==> config.mk <==
export PLATFORM = sky130hd
export DESIGN_NAME = hint_dispatch
export DESIGN_NICKNAME = d
export VERILOG_FILES = /design/src/rtl/pfd_pkg.sv /design/src/rtl/pfd_pick.sv /design/src/rtl/pfd_occupancy.sv /design/src/rtl/pfd_hold.sv /design/src/rtl/hint_dispatch.sv
export SDC_FILE = /design/constraint.sdc
export NUM_CORES = 1
export LEC_CHECK = 0
export BUFFER_PORTS_ARGS = -buffer_cell sky130_fd_sc_hd__buf_2
export CAP_MARGIN = 20
export CORE_UTILIZATION = 45
export CTS_BUF_LIST = sky130_fd_sc_hd__clkbuf_4 sky130_fd_sc_hd__clkbuf_8
export DETAILED_ROUTE_END_ITERATION = 8
export HOLD_SLACK_MARGIN = 0.12
export PLACE_DENSITY_LB_ADDON = 0.05
export SYNTH_ARGS = -nofsm -noshare
export SYNTH_HDL_FRONTEND = slang
export SYNTH_SLANG_ARGS = --single-unit
==> constraint.sdc <==
create_clock -name clk -period 3.2 [get_ports clk]
set_input_delay 0.16 -clock clk [delete_from_list [all_inputs] [get_ports clk]]
set_output_delay 0.16 -clock clk [all_outputs]
set_load 0.05 [all_outputs]
==> src/rtl/pfd_pkg.sv <==
package pfd_pkg;

    typedef enum logic [1:0] {
        ACT_IDLE,
        ACT_FILL,
        ACT_HOLD,
        ACT_DROP
    } act_e;

endpackage

==> src/rtl/pfd_pick.sv <==
module pfd_pick #(
    parameter int NUM_BUF = 3,
    parameter int IDX_W   = 2
) (
    input  logic [NUM_BUF-1:0] busy,
    output logic               any_free,
    output logic [IDX_W-1:0]   idx,
    output logic [NUM_BUF-1:0] onehot
);
    // Scan from the top down so the lowest free index is the last one written.
    always_comb begin
        any_free = 1'b0;
        idx      = '0;
        onehot   = '0;
        for (int i = NUM_BUF - 1; i >= 0; i--) begin
            if (!busy[i]) begin
                any_free = 1'b1;
                idx      = IDX_W'(i);
                onehot   = NUM_BUF'(1) << i;
            end
        end
    end
endmodule

==> src/rtl/pfd_occupancy.sv <==
module pfd_occupancy #(
    parameter int NUM_BUF = 3
) (
    input  logic               clk,
    input  logic               rst_n,
    input  logic               alloc_en,
    input  logic [NUM_BUF-1:0] alloc_onehot,
    input  logic [NUM_BUF-1:0] release_strb,
    output logic [NUM_BUF-1:0] busy_q
);
    logic [NUM_BUF-1:0] busy_d;

    // Clearing comes before setting, so an allocation and a release of
    // different buffers in one cycle both take effect.
    always_comb begin
        busy_d = busy_q & ~release_strb;
        if (alloc_en) begin
            busy_d = busy_d | alloc_onehot;
        end
    end

    always_ff @(posedge clk) begin
        if (!rst_n) begin
            busy_q <= '0;
        end else begin
            busy_q <= busy_d;
        end
    end
endmodule

==> src/rtl/pfd_hold.sv <==
module pfd_hold #(
    parameter int ADDR_W = 32
) (
    input  logic              clk,
    input  logic              rst_n,
    input  logic              load,
    input  logic              clear,
    input  logic              load_guar,
    input  logic [ADDR_W-1:0] load_addr,
    output logic              valid_q,
    output logic              guar_q,
    output logic [ADDR_W-1:0] addr_q
);
    typedef struct packed {
        logic              valid;
        logic              guar;
        logic [ADDR_W-1:0] addr;
    } hold_t;

    hold_t st_d, st_q;

    always_comb begin
        st_d = st_q;
        if (clear) begin
            st_d.valid = 1'b0;
        end
        if (load) begin
            st_d.valid = 1'b1;
            st_d.guar  = load_guar;
            st_d.addr  = load_addr;
        end
    end

    always_ff @(posedge clk) begin
        if (!rst_n) begin
            st_q <= '0;
        end else begin
            st_q <= st_d;
        end
    end

    assign valid_q = st_q.valid;
    assign guar_q  = st_q.guar;
    assign addr_q  = st_q.addr;
endmodule

==> src/rtl/hint_dispatch.sv <==
module hint_dispatch #(
    parameter int NUM_BUF = 3,
    parameter int ADDR_W  = 32,
    localparam int IDX_W  = (NUM_BUF > 1) ? $clog2(NUM_BUF) : 1
) (
    input  logic               clk,
    input  logic               rst_n,
    input  logic               touch_ld,
    input  logic               touch_st,
    input  logic [ADDR_W-1:0]  hint_addr,
    input  logic               guaranteed,
    input  logic               access_waiting,
    input  logic [NUM_BUF-1:0] release_strb,
    output logic               fill_start,
    output logic [IDX_W-1:0]   fill_buf,
    output logic [ADDR_W-1:0]  fill_addr,
    output logic               stall,
    output logic               dropped
);
    import pfd_pkg::*;

    logic [NUM_BUF-1:0] busy_q;
    logic               any_free;
    logic [IDX_W-1:0]   pick_idx;
    logic [NUM_BUF-1:0] pick_onehot;
    logic               hold_valid_q;
    logic               hold_guar_q;
    logic [ADDR_W-1:0]  hold_addr_q;
    logic               hint_req;

    typedef struct packed {
        act_e              held_act;
        act_e              new_act;
        logic              stall;
        logic              hold_load;
        logic              hold_clear;
        logic [ADDR_W-1:0] addr;
    } dec_t;

    dec_t dec_d;

    // Both touch kinds take the same path.
    assign hint_req = touch_ld | touch_st;

    pfd_pick #(.NUM_BUF(NUM_BUF), .IDX_W(IDX_W)) u_pick (
        .busy     (busy_q),
        .any_free (any_free),
        .idx      (pick_idx),
        .onehot   (pick_onehot)
    );

    always_comb begin
        dec_d            = '0;
        dec_d.held_act   = ACT_IDLE;
        dec_d.new_act    = ACT_IDLE;
        dec_d.addr       = hint_addr;
        if (hold_valid_q) begin
            if (any_free) begin
                dec_d.held_act   = ACT_FILL;
                dec_d.hold_clear = 1'b1;
                dec_d.addr       = hold_addr_q;
            end else if (hold_guar_q) begin
                dec_d.held_act = ACT_HOLD;
                dec_d.stall    = 1'b1;
            end else if (access_waiting) begin
                dec_d.held_act   = ACT_DROP;
                dec_d.hold_clear = 1'b1;
            end else begin
                dec_d.held_act = ACT_HOLD;
            end
            // Only one hint can be held; a newcomer is discarded.
            if (hint_req) begin
                dec_d.new_act = ACT_DROP;
            end
        end else if (hint_req) begin
            if (any_free) begin
                dec_d.new_act = ACT_FILL;
            end else if (guaranteed) begin
                dec_d.new_act   = ACT_HOLD;
                dec_d.hold_load = 1'b1;
                dec_d.stall     = 1'b1;
            end else if (access_waiting) begin
                dec_d.new_act = ACT_DROP;
            end else begin
                dec_d.new_act   = ACT_HOLD;
                dec_d.hold_load = 1'b1;
            end
        end
    end

    assign fill_start = (dec_d.held_act == ACT_FILL) || (dec_d.new_act == ACT_FILL);
    assign fill_buf   = pick_idx;
    assign fill_addr  = dec_d.addr;
    assign stall      = dec_d.stall;
    assign dropped    = (dec_d.held_act == ACT_DROP) || (dec_d.new_act == ACT_DROP);

    pfd_occupancy #(.NUM_BUF(NUM_BUF)) u_occ (
        .clk          (clk),
        .rst_n        (rst_n),
        .alloc_en     (fill_start),
        .alloc_onehot (pick_onehot),
        .release_strb (release_strb),
        .busy_q       (busy_q)
    );

    pfd_hold #(.ADDR_W(ADDR_W)) u_hold (
        .clk       (clk),
        .rst_n     (rst_n),
        .load      (dec_d.hold_load),
        .clear     (dec_d.hold_clear),
        .load_guar (guaranteed),
        .load_addr (hint_addr),
        .valid_q   (hold_valid_q),
        .guar_q    (hold_guar_q),
        .addr_q    (hold_addr_q)
    );
endmodule

==> flow_metrics.env <==
export IMPL_antenna_left=0
export IMPL_grt_pass1_vias=1301
export IMPL_final_common_cell="buf_2"
export IMPL_status="finished clean"
export IMPL_skew_ps=4.324
export IMPL_insertion_delay_ps=280
export IMPL_hold_buffers=0
export IMPL_hold_start="hint_addr[24]"
export IMPL_start_util=0.4773
export IMPL_gp_congestion=0.7048
export IMPL_cts_buffers=5
export IMPL_hold_end="u_hold.addr_q[24]"
export IMPL_hpwl_um=2680
export IMPL_hold_path_class="in2reg"
export IMPL_fin_setup_tns_ps=0
export IMPL_fin_crit_ps=1964
export IMPL_finalNonFillerCells=336
export IMPL_wire_per_inst_um=11.28
export IMPL_p_seq_frac=0.464
export IMPL_synth_adder_area_share=0
export IMPL_relSlewSlack=0.6935
export IMPL_dpl_cell_count=327
export IMPL_worst_path_buf_inv=2
export IMPL_ys_flop_type="dfxtp_1"
export IMPL_grt_pass1_wl_um=5506
export IMPL_syn_inst=211
export IMPL_drt_pass1_iterations=4
export IMPL_cts_tree="yes"
export IMPL_required_ps=3040
export IMPL_holdPathStages=3
export IMPL_power_density_nw_per_um2=407.3
export IMPL_ctsHtreeMaxLevel=2
export IMPL_drive_gt1_frac=0.4336
export IMPL_final_core_util=0.6038
export IMPL_syn2layout_area_growth_pct=26.49
export IMPL_path_delay_family="buffers and inverters"
export IMPL_power_frac_comb=0.191
export IMPL_rsz0062_at_grt="false"
export IMPL_async_flop_share=0
export IMPL_p_leak_nw=1.061
export IMPL_routed_wl_um=3790
export IMPL_critPathLaunchType="flop"
export IMPL_rr_startpoint="u_occ.busy_q[2]"
export IMPL_clock_root_buffer="clkbuf_8"
export IMPL_die_area_um2=4602
export IMPL_clkSlewWorstSetupHoldPaths_ps=70
export IMPL_r2r_end="u_hold.addr_q[1]"
export IMPL_n_fill_cell=378
export IMPL_ctsLongestPathBuffers=2
export IMPL_port_buffers=77
export IMPL_via_per_inst=4.881
export IMPL_syn_nets=252
export IMPL_vias=1640
export IMPL_synth_top_area_frac=0.3797
export IMPL_crit_cells=5
export IMPL_synth_top_family_by_area="multiplexers"
export IMPL_synth_simple_area_share=0.1867
export IMPL_drtIter0Drc=43
export IMPL_maxCapViolations=0
export IMPL_grt_max_degree=70
export IMPL_yosysSeqAreaShare=0.3797
export IMPL_fp_dieH_um=67.84
export IMPL_track_usage=0.1578
export IMPL_clkPwrFrac=0.345
export IMPL_path_class="reg2out"
export IMPL_worst_pin_slew_ps=456.2
export IMPL_antenna_found_initial=0
export IMPL_cts_setup_buffers=0
export IMPL_synthTopCellsByArea="dfxtp_1 38%, mux2_2 18%, mux2i_1 16%"
export IMPL_coreArea_um2=4086
export IMPL_p_switching_mw=0.2873
export IMPL_path_cells="nand3_2 -> nand2_1 -> buf_4 -> mux2_2 -> buf_2"
export IMPL_die_w_um=67.84
export IMPL_switching_share=0.2859
export IMPL_setup_violations=0
export IMPL_ys_seq_elements=37
export IMPL_cp_slowest_stage_delay_ps=400
export IMPL_arrival_ps=1800
export IMPL_yosys_warnings=0
export IMPL_syn_area_per_cell_um2=9.245
export IMPL_drcViolationCount=0
export IMPL_slew_viol_final=0
export IMPL_layout_common_cells="77 x buf_2, 68 x nand2_1, 37 x dfxtp_1, 32 x mux2_2, 32 x mux2i_1"
export IMPL_synth_xor_area_frac=0
export IMPL_path_max_fanout=15
export IMPL_antenna_cells=0
export IMPL_synth_edff_count=0
export IMPL_power_total_mw=1.005
export IMPL_syn_cell_area_um2=1951
export IMPL_cts_resized=0
export IMPL_hold_viol_final=0
export IMPL_yosysTopAreaCell="dfxtp_1"
export IMPL_fmax_ghz=0.5091
export IMPL_clock_sinks=37
export IMPL_synth_mux_area_frac=0.3489
export IMPL_fin_crit_sh=0.6138
export IMPL_synth_compound_area_frac=0.04041
export IMPL_crit_path_top_delay_cell="dfxtp_1"
export IMPL_cellInternalPower_mw=0.7177
export IMPL_end_kind="output port"
export IMPL_grt_overflow_total=0
export IMPL_layout_nets=326
export IMPL_num_rows=23
export IMPL_vdd_ir_drop_max_mv=0.2211
export IMPL_reg2reg_depth=4
export IMPL_synth_cell_type_count=24
export IMPL_r2r_slack_ps=1530
export IMPL_pin_count=78
[worst max-delay path by stage]
stage,start,end
CTS,u_occ.busy_q[0],fill_addr[31]
finish,u_occ.busy_q[2],fill_addr[29]
global placement,u_occ.busy_q[0],u_hold.addr_q[6]
global route,u_occ.busy_q[2],fill_addr[9]
floorplan,u_occ.busy_q[2],u_hold.addr_q[10]
detailed placement,u_occ.busy_q[0],u_hold.addr_q[0]
[Yosys cell counts (2+ instances only)]
cell	number
buf_6	3
dfxtp_1	37
nand2_1	68
mux2_2	32
buf_2	3
nor2_1	3
nor2b_1	4
mux2i_1	32
clkbuf_1	8
and3_1	3
nor3_1	2
nand2b_1	2
o21a_1	3
[flip-flops by register name (all words and copies together), names as in the netlist]
name	flops
u_hold.addr_q	32
u_hold.guar_q	1
u_hold.valid_q	1
u_occ.busy_q	3
[tightest hold or removal path, stage by stage]
cell and delay, ps:
buf_2 100, nand2_1 50, mux2i_1 60
[kinds of logic after synthesis]
kind of cell / Yosys count
flip-flops: 37
multiplexers: 64
AO/OA/AOI/OAI: 8
buffers and inverters: 16
AND/OR/NAND/NOR: 86
[power by group through the flow]
stage               clock network, mW  registers, mW  logic [mW]
detailed placement                  0          0.476       0.190
CTS                             0.361          0.466       0.191
global route                    0.379          0.466       0.205
finish                          0.347          0.466       0.192
global placement                    0          0.476       0.189
floorplan                           0          0.476       0.137
[metal layers]
layer	routed length, um	up-vias	GRT usage
met5	0	-	0
met4	41	0	0.06250
met3	166	5	0.03667
met2	1804	40	0.2871
met1	1778	735	0.1757
li1	-	860	-
[per-stage QoR]
stage / hold slack (ps) / setup slack (ps) / cell area (um2)
after detailed placement: 426.2 / 1525 / 2346
final: 131.8 / 1236 / 2467
after global routing: 126.3 / 1125 / 2467
after floorplan: 302.1 / 1661 / 1951
after global placement: 419.2 / 1543 / 2346
after CTS: 124.1 / 1222 / 2447
[area by class of cell]
class / instances / area (um2) / share of cell area
multi-input combinational: 158 / 1124 / 0.4554
clock inverter: 1 / 5.005 / 0.002028
clock buffer: 7 / 96.34 / 0.03905
timing repair buffer: 82 / 435.4 / 0.1765
tap: 50 / 62.56 / 0.02535
inverter: 1 / 3.754 / 0.001521
sequential: 37 / 740.7 / 0.3002
No activity file was read; power rests on OpenSTA's default activity.
